[src/rtl/seg_chk_pkg.sv]
package seg_chk_pkg;
  typedef enum logic [1:0] {
    FLT_NONE = 2'b00,
    FLT_GP   = 2'b01,
    FLT_SS   = 2'b10,
    FLT_SLOW = 2'b11
  } fault_e;

  // width code to (bytes - 1)
  function automatic logic [1:0] span_of(input logic [1:0] size_code);
    case (size_code)
      2'b00:   return 2'd0;
      2'b01:   return 2'd1;
      default: return 2'd3;
    endcase
  endfunction
endpackage

[src/rtl/seg_kind_classify.sv]
module seg_kind_classify #(
  parameter int TYPE_W = 4
) (
  input  logic              is_write,
  input  logic [TYPE_W-1:0] desc_type,
  input  logic              readable,
  input  logic              writable,
  output logic              expand_down,
  output logic              need_slow
);
  localparam logic [TYPE_W-1:0] T_LO_RD = TYPE_W'(4);
  localparam logic [TYPE_W-1:0] T_LO_WR = TYPE_W'(6);
  localparam logic [TYPE_W-1:0] T_HI    = TYPE_W'(7);

  logic down_rd, down_wr;

  // reads see a wider set of downward-growing types than writes
  assign down_rd     = (desc_type >= T_LO_RD) && (desc_type <= T_HI);
  assign down_wr     = (desc_type >= T_LO_WR) && (desc_type <= T_HI);
  assign expand_down = is_write ? down_wr : down_rd;
  assign need_slow   = is_write ? !writable : !readable;
endmodule

[src/rtl/seg_limit_cmp.sv]
module seg_limit_cmp
  import seg_chk_pkg::*;
#(
  parameter int AW = 32
) (
  input  logic [AW-1:0] offset,
  input  logic [AW-1:0] limit,
  input  logic [1:0]    size_code,
  input  logic          expand_down,
  output logic [1:0]    span,
  output logic          over_limit
);
  logic [AW-1:0] span_w, low_end, top_ok;

  assign span    = span_of(size_code);
  assign span_w  = AW'(span);
  // modular subtraction on purpose: wrap follows the rule set
  assign low_end = offset - span_w;
  assign top_ok  = limit - span_w;

  always_comb begin
    if (expand_down) over_limit = (low_end <= limit);
    else             over_limit = (offset > top_ok);
  end
endmodule

[src/rtl/seg_resp_reg.sv]
module seg_resp_reg
  import seg_chk_pkg::*;
#(
  parameter int AW = 32
) (
  input  logic          clk,
  input  logic          rst,
  input  logic          d_valid,
  input  logic          d_grant,
  input  fault_e        d_fault,
  input  logic [AW-1:0] d_addr,
  input  logic          d_direct,
  input  logic          d_xlat,
  input  logic          d_user,
  input  logic [1:0]    d_len,
  input  logic          d_rw,
  output logic          q_valid,
  output logic          q_grant,
  output fault_e        q_fault,
  output logic [AW-1:0] q_addr,
  output logic          q_direct,
  output logic          q_xlat,
  output logic          q_user,
  output logic [1:0]    q_len,
  output logic          q_rw
);
  always_ff @(posedge clk) begin
    if (rst) begin
      q_valid  <= 1'b0;
      q_grant  <= 1'b0;
      q_fault  <= FLT_NONE;
      q_addr   <= '0;
      q_direct <= 1'b0;
      q_xlat   <= 1'b0;
      q_user   <= 1'b0;
      q_len    <= 2'd0;
      q_rw     <= 1'b0;
    end else begin
      q_valid  <= d_valid;
      q_grant  <= d_grant;
      q_fault  <= d_fault;
      q_addr   <= d_addr;
      q_direct <= d_direct;
      q_xlat   <= d_xlat;
      q_user   <= d_user;
      q_len    <= d_len;
      q_rw     <= d_rw;
    end
  end
endmodule

[src/rtl/seg_access_check.sv]
module seg_access_check
  import seg_chk_pkg::*;
#(
  parameter int AW     = 32,
  parameter int IDX_W  = 3,
  parameter int TYPE_W = 4,
  parameter int SS_IDX = 2
) (
  input  logic              clk,
  input  logic              rst,
  input  logic              req_valid,
  input  logic [IDX_W-1:0]  req_seg,
  input  logic              desc_valid,
  input  logic              desc_rd,
  input  logic              desc_wr,
  input  logic [TYPE_W-1:0] desc_type,
  input  logic [AW-1:0]     desc_limit,
  input  logic [AW-1:0]     desc_base,
  input  logic [AW-1:0]     req_offset,
  input  logic [1:0]        req_size,
  input  logic              req_write,
  input  logic              prot_mode,
  input  logic              user_mode,
  output logic              rsp_valid,
  output logic              rsp_grant,
  output logic [1:0]        rsp_fault,
  output logic [AW-1:0]     rsp_lin_addr,
  output logic              rsp_direct,
  output logic              rsp_xlat,
  output logic              rsp_user,
  output logic [1:0]        rsp_bp_len,
  output logic              rsp_bp_rw
);
  localparam logic [IDX_W-1:0] STACK_SEG = IDX_W'(SS_IDX);

  logic          expand_down, need_slow, over_limit, grant_n;
  logic [1:0]    span;
  fault_e        fault_n, fault_q;
  logic [AW-1:0] addr_n;

  seg_kind_classify #(.TYPE_W(TYPE_W)) u_kind (
    .is_write(req_write), .desc_type(desc_type),
    .readable(desc_rd), .writable(desc_wr),
    .expand_down(expand_down), .need_slow(need_slow)
  );

  seg_limit_cmp #(.AW(AW)) u_cmp (
    .offset(req_offset), .limit(desc_limit), .size_code(req_size),
    .expand_down(expand_down), .span(span), .over_limit(over_limit)
  );

  // priority: present bit, then permission, then limit
  always_comb begin
    if (!req_valid)       fault_n = FLT_NONE;
    else if (!desc_valid) fault_n = FLT_GP;
    else if (need_slow)   fault_n = FLT_SLOW;
    else if (over_limit)  fault_n = (req_seg == STACK_SEG) ? FLT_SS : FLT_GP;
    else                  fault_n = FLT_NONE;
  end

  assign grant_n = req_valid && (fault_n == FLT_NONE);
  assign addr_n  = grant_n ? (desc_base + req_offset) : '0;

  seg_resp_reg #(.AW(AW)) u_out (
    .clk(clk), .rst(rst),
    .d_valid(req_valid), .d_grant(grant_n), .d_fault(fault_n),
    .d_addr(addr_n),
    .d_direct(grant_n && !prot_mode),
    .d_xlat(grant_n && prot_mode),
    .d_user(grant_n && prot_mode && user_mode),
    .d_len(grant_n ? span : 2'd0),
    .d_rw(grant_n && req_write),
    .q_valid(rsp_valid), .q_grant(rsp_grant), .q_fault(fault_q),
    .q_addr(rsp_lin_addr), .q_direct(rsp_direct), .q_xlat(rsp_xlat),
    .q_user(rsp_user), .q_len(rsp_bp_len), .q_rw(rsp_bp_rw)
  );

  assign rsp_fault = fault_q;

  // one response per request, one cycle later
  a_r2_resp_follows_req: assert property (@(posedge clk) disable iff (rst)
    req_valid |=> rsp_valid);
  a_r2_no_spurious_resp: assert property (@(posedge clk) disable iff (rst)
    !req_valid |=> !rsp_valid && !rsp_grant);
  // absent descriptor always general protection
  a_r3_absent_is_gp: assert property (@(posedge clk) disable iff (rst)
    req_valid && !desc_valid |=> rsp_fault == 2'b01);
  // stack fault only through the stack register
  a_r8_ss_only_stack: assert property (@(posedge clk) disable iff (rst)
    req_valid && (req_seg != STACK_SEG) |=> rsp_fault != 2'b10);
  // grant and fault are exclusive
  a_r9_grant_no_fault: assert property (@(posedge clk) disable iff (rst)
    rsp_grant |-> rsp_valid && rsp_fault == 2'b00);
  // at most one route, only on grant
  a_r11_one_route: assert property (@(posedge clk) disable iff (rst)
    $onehot0({rsp_direct, rsp_xlat}) && ((rsp_direct || rsp_xlat) == rsp_grant));
endmodule

[config.mk]
export PLATFORM = sky130hd
export DESIGN_NAME = seg_access_check
export DESIGN_NICKNAME = d
export VERILOG_FILES = /design/src/rtl/seg_chk_pkg.sv /design/src/rtl/seg_kind_classify.sv /design/src/rtl/seg_limit_cmp.sv /design/src/rtl/seg_resp_reg.sv /design/src/rtl/seg_access_check.sv
export SDC_FILE = /design/constraint.sdc
export NUM_CORES = 1
export LEC_CHECK = 0
export BUFFER_PORTS_ARGS = -buffer_cell sky130_fd_sc_hd__buf_4
export CAP_MARGIN = 20
export CORE_UTILIZATION = 40
export DETAILED_ROUTE_END_ITERATION = 7
export SETUP_SLACK_MARGIN = 0.15
export SLEW_MARGIN = 20
export SYNTH_ARGS = -nofsm -noshare
export SYNTH_HDL_FRONTEND = slang
export SYNTH_SLANG_ARGS = --single-unit
[constraint.sdc]
create_clock -name clk -period 8.9 [get_ports clk]
set_input_delay 0 -clock clk [delete_from_list [all_inputs] [get_ports clk]]
set_output_delay 0 -clock clk [all_outputs]
set_load 0.05 [all_outputs]
==> results of run 1 <==
report_power, final:
group / leakage, nW / switching, mW / internal, mW
logic: 2.85 / 0.169 / 0.136
clock network: 0.0781 / 0.0670 / 0.132
registers: 0.340 / 0.00119 / 0.192
logic make-up after synthesis:
family / count (synthesis) / synth area share
AND/OR/NAND/NOR: 253 / 0.245
flip-flops: 42 / 0.156
multiplexers: 5 / 0.0102
buffers and inverters: 58 / 0.0407
XOR/XNOR: 72 / 0.117
AO/OA/AOI/OAI: 158 / 0.189
adder cells (fa/ha/maj): 102 / 0.241
repair_timing:
item,4_1_cts,5_1_grt
hold buffers,5,0
endpoints found under the hold margin,6,0
setup endpoints to repair,0,0
registers in the layout, summed over array words and instances, names as in the netlist:
register	flops
u_out.q_addr	32
u_out.q_direct	1
u_out.q_fault	2
u_out.q_grant	1
u_out.q_len	2
u_out.q_rw	1
u_out.q_user	1
u_out.q_valid	1
u_out.q_xlat	1
area by class of cell:
cell class,count,share of cell area
inverters,51,0.0276
well taps,176,0.0317
clock buffers,7,0.0191
flip-flops and latches,42,0.121
repair buffers,160,0.175
clock inverters,1,0.00432
multi-input cells,590,0.622
stage by stage:
step	util	cells	worst slack (ns)	hold WS [ns]
finish	0.527	1027	3.28	0.0160
CTS	0.527	1027	3.24	0.0150
global route	0.527	1027	2.77	0.0327
global placement	0.511	1014	3.12	0.169
floorplan	-	690	4.12	0.0724
detailed placement	0.511	1014	2.99	0.176
cells in the mapped netlist (2+ instances only):
master / n / area, um^2
ha_1: 99 / 1240
nor2_1: 65 / 244
inv_1: 49 / 184
a21oi_1: 47 / 235
nand2_1: 46 / 173
dfxtp_1: 42 / 841
xnor2_1: 41 / 359
xor2_1: 31 / 272
o21ai_0: 30 / 150
nor3_1: 29 / 145
a21o_1: 18 / 135
nand3_1: 18 / 90.1
nor4_1: 17 / 106
nand4_1: 16 / 100
a211oi_1: 11 / 82.6
and2_1: 10 / 62.6
o21a_1: 10 / 75.1
nand2b_1: 8 / 50.1
o211ai_1: 8 / 60.1
nor2b_1: 7 / 43.8
a31oi_1: 6 / 37.5
and3_1: 6 / 37.5
clkbuf_1: 6 / 22.5
nor3b_1: 5 / 37.5
o2111ai_1: 4 / 35.0
or2_2: 4 / 25.0
or3_1: 4 / 25.0
or4_1: 4 / 30.0
a311oi_1: 3 / 26.3
fa_1: 3 / 60.1
mux2_2: 3 / 33.8
o22ai_1: 3 / 18.8
a2111oi_0: 2 / 17.5
a21boi_0: 2 / 15.0
and2_0: 2 / 12.5
and4_1: 2 / 17.5
inv_2: 2 / 7.51
nor4_2: 2 / 25.0
o21ai_1: 2 / 10.0
worst max-delay path, stage by stage:
cell and delay, ns:
buf_4 0.09, or2_2 0.14, ha_1 0.16, inv_2 0.05
fa_1 0.41, nor4_1 0.70, nand2_1 0.20, nor3_1 0.47
nand2_1 0.15, nor3_1 0.32, nand2_1 0.21, nor3_1 0.22
xnor2_1 0.10, ha_1 0.29, nand4_1 0.16, nor4_1 0.53
nand3_1 0.13, o211ai_1 0.29, o22a_1 0.20, buf_4 0.33
inv_2 0.18, and2_1 0.17, mux2_1 0.27
how the worst min path moves through the flow:
stage                     startpoint          endpoint  depth (start not counted)
after floorplan            prot_mode    u_out.q_direct                          1
after global placement     prot_mode    u_out.q_direct                          2
after detailed placement   prot_mode    u_out.q_direct                          2
after CTS                 req_seg[0]  u_out.q_fault[1]                          4
after global routing       req_valid     u_out.q_valid                          2
final                     req_seg[0]  u_out.q_fault[1]                          4
routing by layer:
metal	share of wire	routed length (um)	vias up	track usage
li1	-	-	2846	-
met1	0.49	7650	2528	0.326
met2	0.44	6870	170	0.360
met3	0.055	863	16	0.0271
met4	0.016	243	0	0.0585
met5	0	0	-	0
==> results.cfg, run 1 <==
[layout]
final_cell_area_um2 = 6950
final_common_cell = buf_4
layout.nets = 1066
seq_area_um2 = 841
layout-drive-gt1-share = 0.210
nFillCells = 1329
multi_input_area_um2 = 4320
final_cell_mix = buf_4 (155), ha_1 (99), nor2_1 (65)
area_growth_pct = 29.2
num_antenna_cells = 0

[clock_tree]
cts.reportedPaths.clkPinSlew_ns = 0.05
cts_made_buffers = 5
htreeDepth = 2
clock-sinks = 42
post_cts_buffers = 0
clockBufferDepth = 2
cts_resized = 0
cts_root_buf = clkbuf_16
cts_tree = yes

[status]
status = complete, no violations

[place]
io_buffers = 154
hpwlAfterDp_mm = 13.5
gp_routability_congestion = 0.866
place_area_um2 = 6740

[timing]
tightest_slew_ns = 0.764
period_needed_ns = 5.62
rsz0062_at_grt = no
setup_viol = 0
relSlewSlack = 0.486
hold_violations = 0
fmax_mhz = 178
slew_violations = 0
finalSetupTns_ns = 0
period_share = 0.632

[detailed_routing]
viasPerCell = 5.41
wire_per_inst_um = 15.2
drt_pass1_iterations = 5
vias = 5560
ant_nets = 0
drtIter0Drc = 325
drc = 0
wirelength_mm = 15.6

[floorplanning]
fp.dieW_um = 118
boundaryPins = 156
num_rows = 42
die_area_um2 = 13900
initial_core_util = 0.408
core_area_um2 = 13200
die_y_um = 118

[synth]
ys_warn_count = 0
synth-seq-cells = 42
synthesis.instances = 690
synth_nets = 906
syn_avg_cell_area_um2 = 7.80
yosysSeqAreaShare = 0.156
syn_area_um2 = 5380
synth_edf_count = 0
synthArstFlopShare = 0
yosys_most_used_dff = dfxtp_1
synth.distinct_cells = 62

[critical_path]
critPathMaxFanout = 33
crit_path_end_kind = flip-flop
startpoint = req_size[1]
cp.required_ns = 9.07
arrival_ns = 5.79
critPathCapture = u_out.q_addr[31]
critPathLaunchType = primary input
critPathKind = primary input to flip-flop

[global_routing]
grt_max_degree = 34
overflow = 0
antenna_found_initial = 0
grt_pass1_vias = 5287
grt_usage = 0.228
grt_pass1_wl_mm = 25.9

[power_and_ir_drop]
leakage_nw = 3.27
peakVddDrop_mv = 0.0790
power.density_nw_per_um2 = 100
fin_total_pwr_mw = 0.698

[run]
maxCapViolCount = 0

[min_path]
hold_class = primary input to flip-flop
Note: power is estimated with default switching activity, not from simulation.
==> run 2, diff against run 1 <==
--- a/config.mk
+++ b/config.mk
@@ -9,6 +9,7 @@
 export CAP_MARGIN = 20
 export CORE_UTILIZATION = 40
 export DETAILED_ROUTE_END_ITERATION = 7
+export PLACE_DENSITY = 0.67
 export SETUP_SLACK_MARGIN = 0.15
 export SLEW_MARGIN = 20
 export SYNTH_ARGS = -nofsm -noshare
==> constraint.sdc (replaced) <==
create_clock -name clk -period 5.1 [get_ports clk]
set_input_delay 0 -clock clk [delete_from_list [all_inputs] [get_ports clk]]
set_output_delay 0 -clock clk [all_outputs]
set_load 0.05 [all_outputs]
==> results.cfg, run 2 (synthesized netlist as in run 1, its figures left out) <==
[floorplanning]
die_y_um = 118
core_area_um2 = 13200
boundaryPins = 156
initial_core_util = 0.408
die_area_um2 = 13900
num_rows = 42
fp.dieW_um = 118

[detailed_routing]
viasPerCell = 5.21
vias = 5433
drtIter0Drc = 302
wire_per_inst_um = 14.1
wirelength_mm = 14.7
drc = 0
ant_nets = 0
drt_pass1_iterations = 4

[layout]
final_cell_mix = buf_4 (170), ha_1 (99), nor2_1 (65)
postLayoutCoreUtil = 0.536
area_growth_pct = 31.3
layout-drive-gt1-share = 0.229
largest_reg_flops = 32
fin_cells = 1042
num_antenna_cells = 0
layout.nets = 1081
reg.largest.list = u_out.q_addr x32, u_out.q_fault x2, u_out.q_len x2
regMostFlops = u_out.q_addr
nFillCells = 1306
final_common_cell = buf_4
final_cell_area_um2 = 7060

[timing]
hold_ws_ns = 0.0264
hold_violations = 0
period_share = 0.905
rsz0062_at_grt = no
tightest_slew_ns = 0.712
finalSetupTns_ns = 0
period_needed_ns = 4.62
setup_viol = 0
relSlewSlack = 0.521
fmax_mhz = 217
slew_violations = 0

[power_and_ir_drop]
peakVddDrop_mv = 0.116
p_clk_frac = 0.262
power.density_nw_per_um2 = 167
switchingPower_mw = 0.408
internal_power_mw = 0.769
p_comb_frac = 0.451
power_frac_seq = 0.287
p_sw_frac = 0.347
leakage_nw = 3.34

[clock_tree]
cts_tree = yes
htreeDepth = 2
cts_made_buffers = 5
clock-sinks = 42
cts.reportedPaths.clkPinSlew_ns = 0.05
clockBufferDepth = 2
cts_root_buf = clkbuf_16

[place]
io_buffers = 154
place_inst = 1029
place_area_um2 = 6850
gp_routability_congestion = 0.874
hpwlAfterDp_mm = 12.9

[critical_path]
crit_path_end_kind = flip-flop
critPathKind = primary input to flip-flop
arrival_ns = 4.82
cp.required_ns = 5.30
critPathLaunchType = primary input
critPathMaxFanout = 11

[global_routing]
antenna_found_initial = 0
overflow = 0
grt_pass1_vias = 4926
grt_max_degree = 17
grt_pass1_wl_mm = 24.3
grt_usage = 0.215

[min_path]
hold_class = primary input to flip-flop

[status]
status = complete, no violations

[run]
maxCapViolCount = 0
-- run 2: cell types whose count changed in the layout (fill, tap and decap cells not counted) --
cell / delta
a2111oi_0: -1
buf_4: +15
bufinv_16: -1
nor3_1: -1
a2111oi_1: +1
nor4_2: +2
nor4_1: -2
clkbuf_1: -1
nor3_2: +1
clkinv_2: +1
clkbuf_8: +1
-- run 2: what timing repair did --
action	in CTS	in global routing
setup buffers	0	0
setup endpoints to repair	0	20
hold endpoints to repair	6	0
gates resized for setup	0	4
hold buffers	5	0
-- run 2: path summary, 6_finish.rpt --
kind                         from          endpoint  cells after the start
worst min-delay path   req_seg[0]  u_out.q_fault[1]                      4
worst max-delay path  req_size[1]  u_out.q_addr[15]                     22
-- run 2: metrics by stage --
step,total power [mW],setup WS (ns)
after floorplan,0.678,0.325
after global placement,0.866,0.183
after detailed placement,0.867,0.0637
after CTS,1.18,0.356
after global routing,1.27,0.158
final,1.18,0.483
-- run 2: routing by layer --
layer	vias up	wire, um	part of all wire	track usage
met5	-	0	0	0
met4	0	137	0.0093	0.0505
met3	7	526	0.036	0.0150
met2	124	6720	0.46	0.353
met1	2438	7350	0.50	0.305
li1	2864	-	-	-
-- run 2: worst max-delay path: stages --
cell	delay [ns]
buf_4	0.09
or2_2	0.14
ha_1	0.18
fa_1	0.21
or3b_1	0.38
or3_1	0.35
or4_4	0.52
or3_4	0.43
nand2b_4	0.16
nor2_1	0.13
xor2_1	0.08
ha_1	0.29
nand4_1	0.14
nor4_2	0.35
buf_4	0.18
nand2_1	0.05
a311oi_1	0.28
nor3_2	0.11
o22a_1	0.21
buf_4	0.17
buf_4	0.17
nor3b_1	0.17
-- run 2: power by group through the flow --
stage	Clock (mW)	Sequential, mW	Combinational, mW
4_1_cts	0.319	0.338	0.527
3_5_place_dp	0	0.345	0.522
6_report	0.309	0.338	0.531
2_1_floorplan	0	0.372	0.306
5_1_grt	0.335	0.338	0.595
3_3_place_gp	0	0.345	0.521
-- run 2: cell type report --
class	count	area [um^2]	area share
multi-input cells	590	4340	0.614
clock inverters	1	5.00	0.000708
repair buffers	175	1330	0.188
flip-flops and latches	42	841	0.119
well taps	176	220	0.0312
clock buffers	7	143	0.0202
inverters	51	191	0.0271
==> run 3, diff against run 2 <==
--- a/config.mk
+++ b/config.mk
@@ -5,11 +5,10 @@
 export SDC_FILE = /design/constraint.sdc
 export NUM_CORES = 1
 export LEC_CHECK = 0
-export BUFFER_PORTS_ARGS = -buffer_cell sky130_fd_sc_hd__buf_4
 export CAP_MARGIN = 20
 export CORE_UTILIZATION = 40
 export DETAILED_ROUTE_END_ITERATION = 7
-export PLACE_DENSITY = 0.67
+export DONT_BUFFER_PORTS = 1
 export SETUP_SLACK_MARGIN = 0.15
 export SLEW_MARGIN = 20
 export SYNTH_ARGS = -nofsm -noshare
==> results.cfg, run 3 (synthesized netlist as in run 1, its figures left out) <==
[power_and_ir_drop]
power.density_nw_per_um2 = 196
fin_total_pwr_mw = 1.17
leakage_nw = 2.61
peakVddDrop_mv = 0.145

[clock_tree]
cts.reportedPaths.clkPinSlew_ns = 0.06
htreeDepth = 2
cts_tree = yes
post_cts_buffers = 0
cts_made_buffers = 5
clock-sinks = 42
clockBufferDepth = 2
cts_root_buf = clkbuf_16

[timing]
slew_violations = 0
hold_violations = 0
hold_ws_ns = 0.0240
finalSetupTns_ns = 0
fmax_mhz = 214
period_needed_ns = 4.67
rsz0062_at_grt = no
period_share = 0.916
relSlewSlack = 0.504
tightest_slew_ns = 0.738
final.setup.worst_slack_ns = 0.428
setup_viol = 0

[run]
maxCapViolCount = 0

[critical_path]
critPathCapture = u_out.q_addr[31]
startpoint = req_size[0]
critPathKind = primary input to flip-flop
crit_path_end_kind = flip-flop
slowest_delay_ns = 0.53
path_depth = 20
cp.required_ns = 5.27
critPathSlowestCell = or4_4
critPathLaunchType = primary input
arrival_ns = 4.84
critPathMaxFanout = 15
critical_path.top_delay_family = simple AND/OR/NAND/NOR gates
crit_buf_inv = 1
crit_chain = or2_2 -> ha_1 -> fa_1 -> or3b_1 -> or3_1 -> or4_4 -> or3_4 -> nand2b_4 -> nor2_1 -> xor2_1 -> ha_1 -> nand4_1 -> nor4_1 -> a2111oi_0 -> a32oi_1 -> nor3_1 -> o22a_1 -> buf_4 -> nor2_1 -> mux2_1

[global_routing]
grt_usage = 0.218
grt_pass1_vias = 4948
antenna_found_initial = 0
overflow = 0
grt_max_degree = 18
grt_pass1_wl_mm = 24.6

[detailed_routing]
highest_layer = met4
met1_length_mm = 7.45
viasPerCell = 5.71
ant_nets = 0
wire_per_inst_um = 17.3
wl_met3_um = 801
wirelength_mm = 15.4
drc = 0
drt_pass1_iterations = 5
vias = 5094
drtIter0Drc = 323
met2_length_mm = 6.85

[layout]
reg.largest.list = u_out.q_addr x32, u_out.q_fault x2, u_out.q_len x2
final_cell_mix = ha_1 (99), nor2_1 (65), inv_1 (49)
postLayoutCoreUtil = 0.455
regMostFlops = u_out.q_addr
nFillCells = 1326
num_antenna_cells = 0
largest_reg_flops = 32
seq_area_um2 = 841
area_growth_pct = 11.5
layout-drive-gt1-share = 0.0531
final_cell_area_um2 = 6000
layout.nets = 931
multi_input_area_um2 = 4330
fin_cells = 892
final_common_cell = ha_1

[floorplanning]
fp.dieW_um = 118
die_y_um = 118
die_area_um2 = 13900
num_rows = 42
core_area_um2 = 13200
initial_core_util = 0.408
boundaryPins = 156

[min_path]
hold_class = primary input to flip-flop

[place]
post-place-ws_ns = 0.167
io_buffers = 0
hpwlAfterDp_mm = 13.2
place_inst = 870
gp_routability_congestion = 0.945
place_area_um2 = 5650

[status]
status = complete, no violations
## run 3: final cells by class
cell class                      count  share of cell area
Sequential cell                    42               0.140
Multi-Input combinational cell    590               0.721
Inverter                           51              0.0319
Clock buffer                        6              0.0231
Timing Repair Buffer               25              0.0371
Tap cell                          176              0.0367
Clock inverter                      2              0.0100
## run 3: layer usage
layer	up-vias	track usage
met2	174	0.354
met1	2329	0.301
li1	2569	-
met3	22	0.0257
met4	0	0.0625
met5	-	0
## run 3: report_power, final
group / switching, mW / leakage [nW] / total (mW) / internal, mW
clock network: 0.117 / 0.0971 / 0.410 / 0.293
logic: 0.218 / 2.18 / 0.398 / 0.180
registers: 0.0296 / 0.340 / 0.366 / 0.336
total: 0.364 / 2.61 / 1.17 / 0.810
## run 3: timing repair
action / in CTS / in global routing
hold buffers: 14 / 0
hold endpoints to repair: 10 / 0
setup endpoints to repair: 0 / 4
gates resized for setup: 0 / 1
## run 3: how the worst min path moves through the flow
stage / start / to / slack, ns / depth (start not counted)
floorplan: prot_mode / u_out.q_direct / 0.07 / 1
global placement: prot_mode / u_out.q_direct / 0.07 / 1
detailed placement: prot_mode / u_out.q_direct / 0.08 / 1
CTS: req_valid / u_out.q_fault[0] / 0.02 / 2
global route: req_valid / u_out.q_fault[0] / 0.04 / 2
finish: req_valid / u_out.q_fault[0] / 0.02 / 2
